==> src/rtl/rtc_flags_pkg.sv <==
package rtc_flags_pkg;
   typedef enum logic [1:0] {
      SEL_A    = 2'd0,
      SEL_B    = 2'd1,
      SEL_C    = 2'd2,
      SEL_NONE = 2'd3
   } reg_sel_e;

   localparam int A_UIP  = 7;
   localparam int B_SET  = 7;
   localparam int B_PIE  = 6;
   localparam int B_AIE  = 5;
   localparam int B_UIE  = 4;
   localparam int B_SQWE = 3;
   localparam int C_IRQF = 7;
   localparam int C_PF   = 6;
   localparam int C_AF   = 5;
   localparam int C_UF   = 4;
endpackage

==> src/rtl/rtc_second_phase.sv <==
module rtc_second_phase #(
   parameter int TICKS_PER_SEC = 1000000,
   parameter int UIP_WINDOW    = 244
) (
   input  logic clk,
   input  logic rst_n,
   input  logic tick,
   output logic in_window,
   output logic wrap
);
   localparam int PW          = $clog2(TICKS_PER_SEC);
   localparam int WIN_START_I = TICKS_PER_SEC - UIP_WINDOW;
   localparam logic [PW-1:0] LAST      = PW'(TICKS_PER_SEC - 1);
   localparam logic [PW-1:0] WIN_START = PW'(WIN_START_I);

   generate
      if (UIP_WINDOW < 1 || UIP_WINDOW >= TICKS_PER_SEC) begin : g_bad_window
         $error("UIP_WINDOW must lie in 1..TICKS_PER_SEC-1");
      end
      if (TICKS_PER_SEC < 2) begin : g_bad_tps
         $error("TICKS_PER_SEC must be at least 2");
      end
   endgenerate

   logic [PW-1:0] phase_q;

   always_ff @(posedge clk or negedge rst_n) begin
      if (!rst_n) begin
         phase_q <= '0;
      end else if (tick) begin
         phase_q <= (phase_q == LAST) ? '0 : phase_q + 1'b1;
      end
   end

   assign in_window = (phase_q >= WIN_START);
   assign wrap      = tick && (phase_q == LAST);

   assert_phase_range_R1: assert property (@(posedge clk) disable iff (!rst_n)
      phase_q <= LAST);

   assert_wrap_zero_R2: assert property (@(posedge clk) disable iff (!rst_n)
      wrap |=> (phase_q == '0));
endmodule

==> src/rtl/rtc_update_seq.sv <==
module rtc_update_seq (
   input  logic clk,
   input  logic rst_n,
   input  logic in_window,
   input  logic wrap,
   input  logic inhibit,
   output logic uip,
   output logic update_end
);
   assign uip        = in_window && !inhibit;
   assign update_end = wrap && !inhibit;

   assert_end_inside_window_R2: assert property (@(posedge clk) disable iff (!rst_n)
      update_end |-> uip);

   assert_no_end_inhibited_R4: assert property (@(posedge clk) disable iff (!rst_n)
      inhibit |-> !update_end);
endmodule

==> src/rtl/rtc_status_flags.sv <==
module rtc_status_flags
   import rtc_flags_pkg::*;
(
   input  logic       clk,
   input  logic       rst_n,
   input  logic       rd_clear,
   input  logic       ev_update,
   input  logic       ev_periodic,
   input  logic       ev_alarm,
   input  logic       en_uie,
   input  logic       en_pie,
   input  logic       en_aie,
   output logic [7:0] flags,
   output logic       irq
);
   logic uf_q, pf_q, af_q, irqf_q;
   logic irq_cause;

   assign irq_cause = (ev_update && en_uie) || (ev_periodic && en_pie) ||
                      (ev_alarm && en_aie);

   always_ff @(posedge clk or negedge rst_n) begin
      if (!rst_n) begin
         uf_q   <= 1'b0;
         pf_q   <= 1'b0;
         af_q   <= 1'b0;
         irqf_q <= 1'b0;
      end else begin
         uf_q   <= (uf_q   && !rd_clear) || ev_update;
         pf_q   <= (pf_q   && !rd_clear) || ev_periodic;
         af_q   <= (af_q   && !rd_clear) || ev_alarm;
         irqf_q <= (irqf_q && !rd_clear) || irq_cause;
      end
   end

   always_comb begin
      flags         = 8'h00;
      flags[C_IRQF] = irqf_q;
      flags[C_PF]   = pf_q;
      flags[C_AF]   = af_q;
      flags[C_UF]   = uf_q;
   end

   assign irq = irqf_q;

   assert_clear_on_read_R5: assert property (@(posedge clk) disable iff (!rst_n)
      (rd_clear && !ev_update && !ev_periodic && !ev_alarm) |=> (flags == 8'h00));

   assert_irq_sticky_R12: assert property (@(posedge clk) disable iff (!rst_n)
      $fell(irq) |-> $past(rd_clear));

   assert_periodic_irq_R7: assert property (@(posedge clk) disable iff (!rst_n)
      (ev_periodic && en_pie) |=> irq);
endmodule

==> src/rtl/rtc_update_flags.sv <==
module rtc_update_flags
   import rtc_flags_pkg::*;
#(
   parameter int TICKS_PER_SEC = 1000000,
   parameter int UIP_WINDOW    = 244
) (
   input  logic       clk,
   input  logic       rst_n,
   input  logic       tick,
   input  logic       wr_en,
   input  logic [1:0] wr_sel,
   input  logic [7:0] wr_data,
   input  logic       rd_en,
   input  logic [1:0] rd_sel,
   output logic [7:0] rd_data,
   input  logic       periodic_evt,
   input  logic       alarm_evt,
   output logic       uip,
   output logic       irq
);
   logic       in_window, wrap, update_end, rd_clear;
   logic [6:0] reg_a_q;
   logic [7:0] reg_b_q;
   logic [7:0] flags;

   rtc_second_phase #(
      .TICKS_PER_SEC(TICKS_PER_SEC),
      .UIP_WINDOW   (UIP_WINDOW)
   ) u_phase (
      .clk      (clk),
      .rst_n    (rst_n),
      .tick     (tick),
      .in_window(in_window),
      .wrap     (wrap)
   );

   rtc_update_seq u_seq (
      .clk       (clk),
      .rst_n     (rst_n),
      .in_window (in_window),
      .wrap      (wrap),
      .inhibit   (reg_b_q[B_SET]),
      .uip       (uip),
      .update_end(update_end)
   );

   assign rd_clear = rd_en && (rd_sel == SEL_C);

   rtc_status_flags u_flags (
      .clk        (clk),
      .rst_n      (rst_n),
      .rd_clear   (rd_clear),
      .ev_update  (update_end),
      .ev_periodic(periodic_evt),
      .ev_alarm   (alarm_evt),
      .en_uie     (reg_b_q[B_UIE]),
      .en_pie     (reg_b_q[B_PIE]),
      .en_aie     (reg_b_q[B_AIE]),
      .flags      (flags),
      .irq        (irq)
   );

   always_ff @(posedge clk or negedge rst_n) begin
      if (!rst_n) begin
         reg_a_q <= '0;
         reg_b_q <= '0;
      end else if (wr_en) begin
         if (wr_sel == SEL_A) reg_a_q <= wr_data[6:0];
         if (wr_sel == SEL_B) reg_b_q <= wr_data;
      end
   end

   always_comb begin
      case (rd_sel)
         SEL_A:   rd_data = {uip, reg_a_q};
         SEL_B:   rd_data = reg_b_q;
         SEL_C:   rd_data = flags;
         default: rd_data = 8'h00;
      endcase
   end

   assert_uf_after_uip_R2: assert property (@(posedge clk) disable iff (!rst_n)
      ($rose(flags[C_UF]) && !$past(rd_clear)) |-> $past(uip));

   assert_uf_needs_release_R4: assert property (@(posedge clk) disable iff (!rst_n)
      $rose(flags[C_UF]) |-> !$past(reg_b_q[B_SET]));

   assert_write_a_keeps_uip_R6: assert property (@(posedge clk) disable iff (!rst_n)
      (wr_en && wr_sel == SEL_A && !tick && !(wr_en && wr_sel == SEL_B)) |=> $stable(uip));
endmodule

==> config.mk <==
export PLATFORM = sky130hd
export DESIGN_NAME = rtc_update_flags
export DESIGN_NICKNAME = d
export VERILOG_FILES = /design/src/rtl/rtc_flags_pkg.sv /design/src/rtl/rtc_second_phase.sv /design/src/rtl/rtc_update_seq.sv /design/src/rtl/rtc_status_flags.sv /design/src/rtl/rtc_update_flags.sv
export SDC_FILE = /design/constraint.sdc
export NUM_CORES = 1
export LEC_CHECK = 0
export ABC_AREA = 1
export CORE_ASPECT_RATIO = 0.5
export CORE_UTILIZATION = 50
export CTS_CLUSTER_DIAMETER = 40
export DETAILED_ROUTE_END_ITERATION = 10
export GPL_ROUTABILITY_DRIVEN = 1
export HOLD_SLACK_MARGIN = 0.03
export PLACE_DENSITY = 0.77
export SLEW_MARGIN = 20
export SYNTH_ARGS = -nofsm -noshare
export SYNTH_HDL_FRONTEND = slang
export SYNTH_SLANG_ARGS = --single-unit
==> constraint.sdc <==
create_clock -name clk -period 3.94 [get_ports clk]
set_clock_uncertainty 0.1 [all_clocks]
set_input_delay 0.394 -clock clk [delete_from_list [all_inputs] [get_ports clk]]
set_output_delay 0.394 -clock clk [all_outputs]
set_load 0.03 [all_outputs]
==> impl_metrics.py <==
metrics = {
    "outcome": {
        "status": "finished, final reports clean",
    },
    "placed_design": {
        "place_inst": 357,
        "hpwl_um": 3340,
        "place_congestion": 0.826,
        "portBuffers": 28,
    },
    "worst_hold_path": {
        "hold_path.class": "input port to asynchronous set/reset pin",
    },
    "worst_setup_path": {
        "cp-end-kind": "output pin",
        "crit_fanout": 8,
        "crit_required_ps": 3450,
        "cp_slowest_cell": "clkdlybuf4s50_1",
        "setup.worst_path.start": "rd_sel[0]",
        "cpPeakStageDelay_ps": 700,
        "path_delay_family": "buffers and inverters",
        "worstPathCellList": "clkdlybuf4s50_1, nor2_1, nand2_1, o211ai_1, clkdlybuf4s50_1",
        "critical_path_arrival_ps": 2310,
        "path_class": "input port to output pin",
        "r2r_start": "u_phase.phase_q[0]",
        "crit_path_start_kind": "input port",
        "crit_path_frequent_cell": "clkdlybuf4s50_1",
        "critPathBufInv": 2,
    },
    "synthesis": {
        "synth_edf_count": 0,
        "syn-cell-area_sq_mm": 0.00215,
        "syn_area_per_cell_sq_um": 7.72,
        "synthFlopType": "dfrtp_1",
        "synth.distinct_cells": 28,
        "ys_async_sr_fraction_pct": 100,
        "synth-seq-cells": 39,
        "syn-instance-count": 278,
        "yosysSeqAreaShare_pct": 45.5,
        "yosysWarnings": 0,
        "syn_nets": 299,
    },
    "run": {
        "cap_violations": 0,
    },
    "drt": {
        "drt_pre_antenna_iters": 4,
        "vias_per_cell": 5.02,
        "vias": 1832,
        "ant_nets": 0,
        "wl_um": 4600,
        "drt_iter0_markers": 108,
        "wire_per_inst_um": 12.6,
        "drc_errors": 0,
    },
    "grt": {
        "use_met3_pct": 5.35,
        "grt.total_usage_pct": 22.9,
        "grt_pass1_wl_um": 8100,
        "grtUsageMet2_pct": 36.7,
        "first_global_vias": 1829,
        "grt.busiest_layer": "met2",
        "antenna_found_initial": 0,
        "grt_max_degree": 40,
        "globalRouteMet1Util_pct": 30.4,
        "grt_overflow": 0,
    },
    "pwr": {
        "powerDensity_mw_per_mm2": 438,
        "peakVddDrop_uv": 220,
        "leakagePower_nw": 1.36,
        "total_power_w": 0.00114,
    },
    "die": {
        "row_count": 16,
        "dieHeight_um": 48.3,
        "io_pins": 29,
        "dieWidth_um": 94.6,
        "core_sq_mm": 0.00400,
        "die_area_sq_mm": 0.00457,
        "start_util_pct": 53.6,
    },
    "layout": {
        "mostFrequentLayoutCell": "nand2_1",
        "drive_gt1_share_pct": 8.36,
        "final_cell_mix": "nand2_1, inv_1, dfrtp_1",
        "area_growth_pct": 20.8,
        "stdcell_count": 365,
        "finish.net_count": 331,
        "antenna_cells": 0,
    },
    "cts": {
        "cts.sinks": 39,
        "cts-root-buf": "clkbuf_8",
        "postCtsSetupBuffers": 0,
        "cts_buffer_depth": 2,
        "cts.repair.resized": 0,
        "hold_buffers": 0,
        "clk_pin_slew_ps": 80,
        "htree_levels": 2,
        "insertion_delay_ps": 290,
        "cts_tree": "done",
        "numCtsBuffers": 5,
    },
    "sta": {
        "fin_crit_ps": 2800,
        "slew_headroom_pct": 42.0,
        "finalSetupViolations": 0,
        "fin_setup_tns_ps": 0,
        "tightest_slew_ps": 870,
        "period_share_pct": 71.1,
        "max_freq_ghz": 0.357,
        "report.final.slew_viol_count": 0,
        "rsz0062_at_grt": "false",
        "finalHoldViolCount": 0,
    },
}
## cells in the mapped netlist, types with 2 or more instances
master / count / area share (%)
nand2_1: 66 / 12
clkbuf_1: 2 / 0.35
ha_1: 2 / 1.2
nor2_2: 4 / 1.2
nand4_1: 5 / 1.5
o21ai_1: 2 / 0.47
o211ai_1: 2 / 0.70
nand3_2: 2 / 0.93
nor2_8: 2 / 1.9
inv_1: 47 / 8.2
dfrtp_1: 39 / 45
nor2_1: 33 / 5.8
o21ai_0: 19 / 4.4
nand3_1: 15 / 3.5
o21bai_1: 2 / 0.70
nor3_1: 4 / 0.93
a21oi_1: 6 / 1.4
a22o_1: 5 / 2.0
xnor2_1: 2 / 0.82
xor2_1: 6 / 2.4
nor3_2: 3 / 1.4
nand2_2: 4 / 1.2
## path summary, 6_finish.rpt
path	end	cells after the start	slack [ps]
setup / recovery	rd_data[6]	5	1140
hold / removal	reg_b_q[6]	1	110
hold reg to reg	u_flags.uf_q	1	390
setup reg to reg	u_phase.phase_q[9]	8	2270
min in group clk	u_flags.uf_q	1	390
max in group asynchronous	u_phase.phase_q[11]	1	3080
## logic make-up after synthesis
family / Yosys count / synth area share, %
AOI/OAI and AO/OA: 37 / 10.1
adders and majority gates: 2 / 1.17
and+or+nand+nor: 141 / 30.9
buffers and inverters: 51 / 9.10
DFF: 39 / 45.5
xor gates and xnor gates: 8 / 3.27
## per-stage QoR
stage               hold slack [ps]  util (%)  instance area [sq um]  setup slack (ps)
global route                    183      64.7                   2590              1030
floorplan                     -1.59         -                   2150              2100
finish                          110      64.7                   2590              1140
global placement                368      61.8                   2470              1240
detailed placement              377      61.8                   2470              1130
CTS                             145      64.7                   2590              1120
## power by group
group,internal (W),switching [W]
combinational,0.000109,0.000157
clock,0.000205,0.000147
sequential,0.000459,0.0000584
## flip-flops by register name, summed over array words and instances (netlist names)
signal / count
u_phase.phase_q: 20
reg_b_q: 8
u_flags.pf_q: 1
u_flags.af_q: 1
u_flags.irq: 1
u_flags.uf_q: 1
reg_a_q: 7
## final cells by class
class	count	area [sq um]
fill	379	1410
sequential	39	976
multi-input combinational	188	975
timing repair buffer	28	275
inverter	48	180
clock buffer	6	82.6
tap	54	67.6
clock inverter	2	35.0
## routing by layer
layer  part of all wire, %  wire [um]  vias up
li1                      -          -      937
met1                    48       2190      853
met2                    48       2190       34
met3                   3.6        167        8
met4                   1.2         53        0
met5                     0          0        -
No activity file was read; power rests on OpenSTA's default activity.
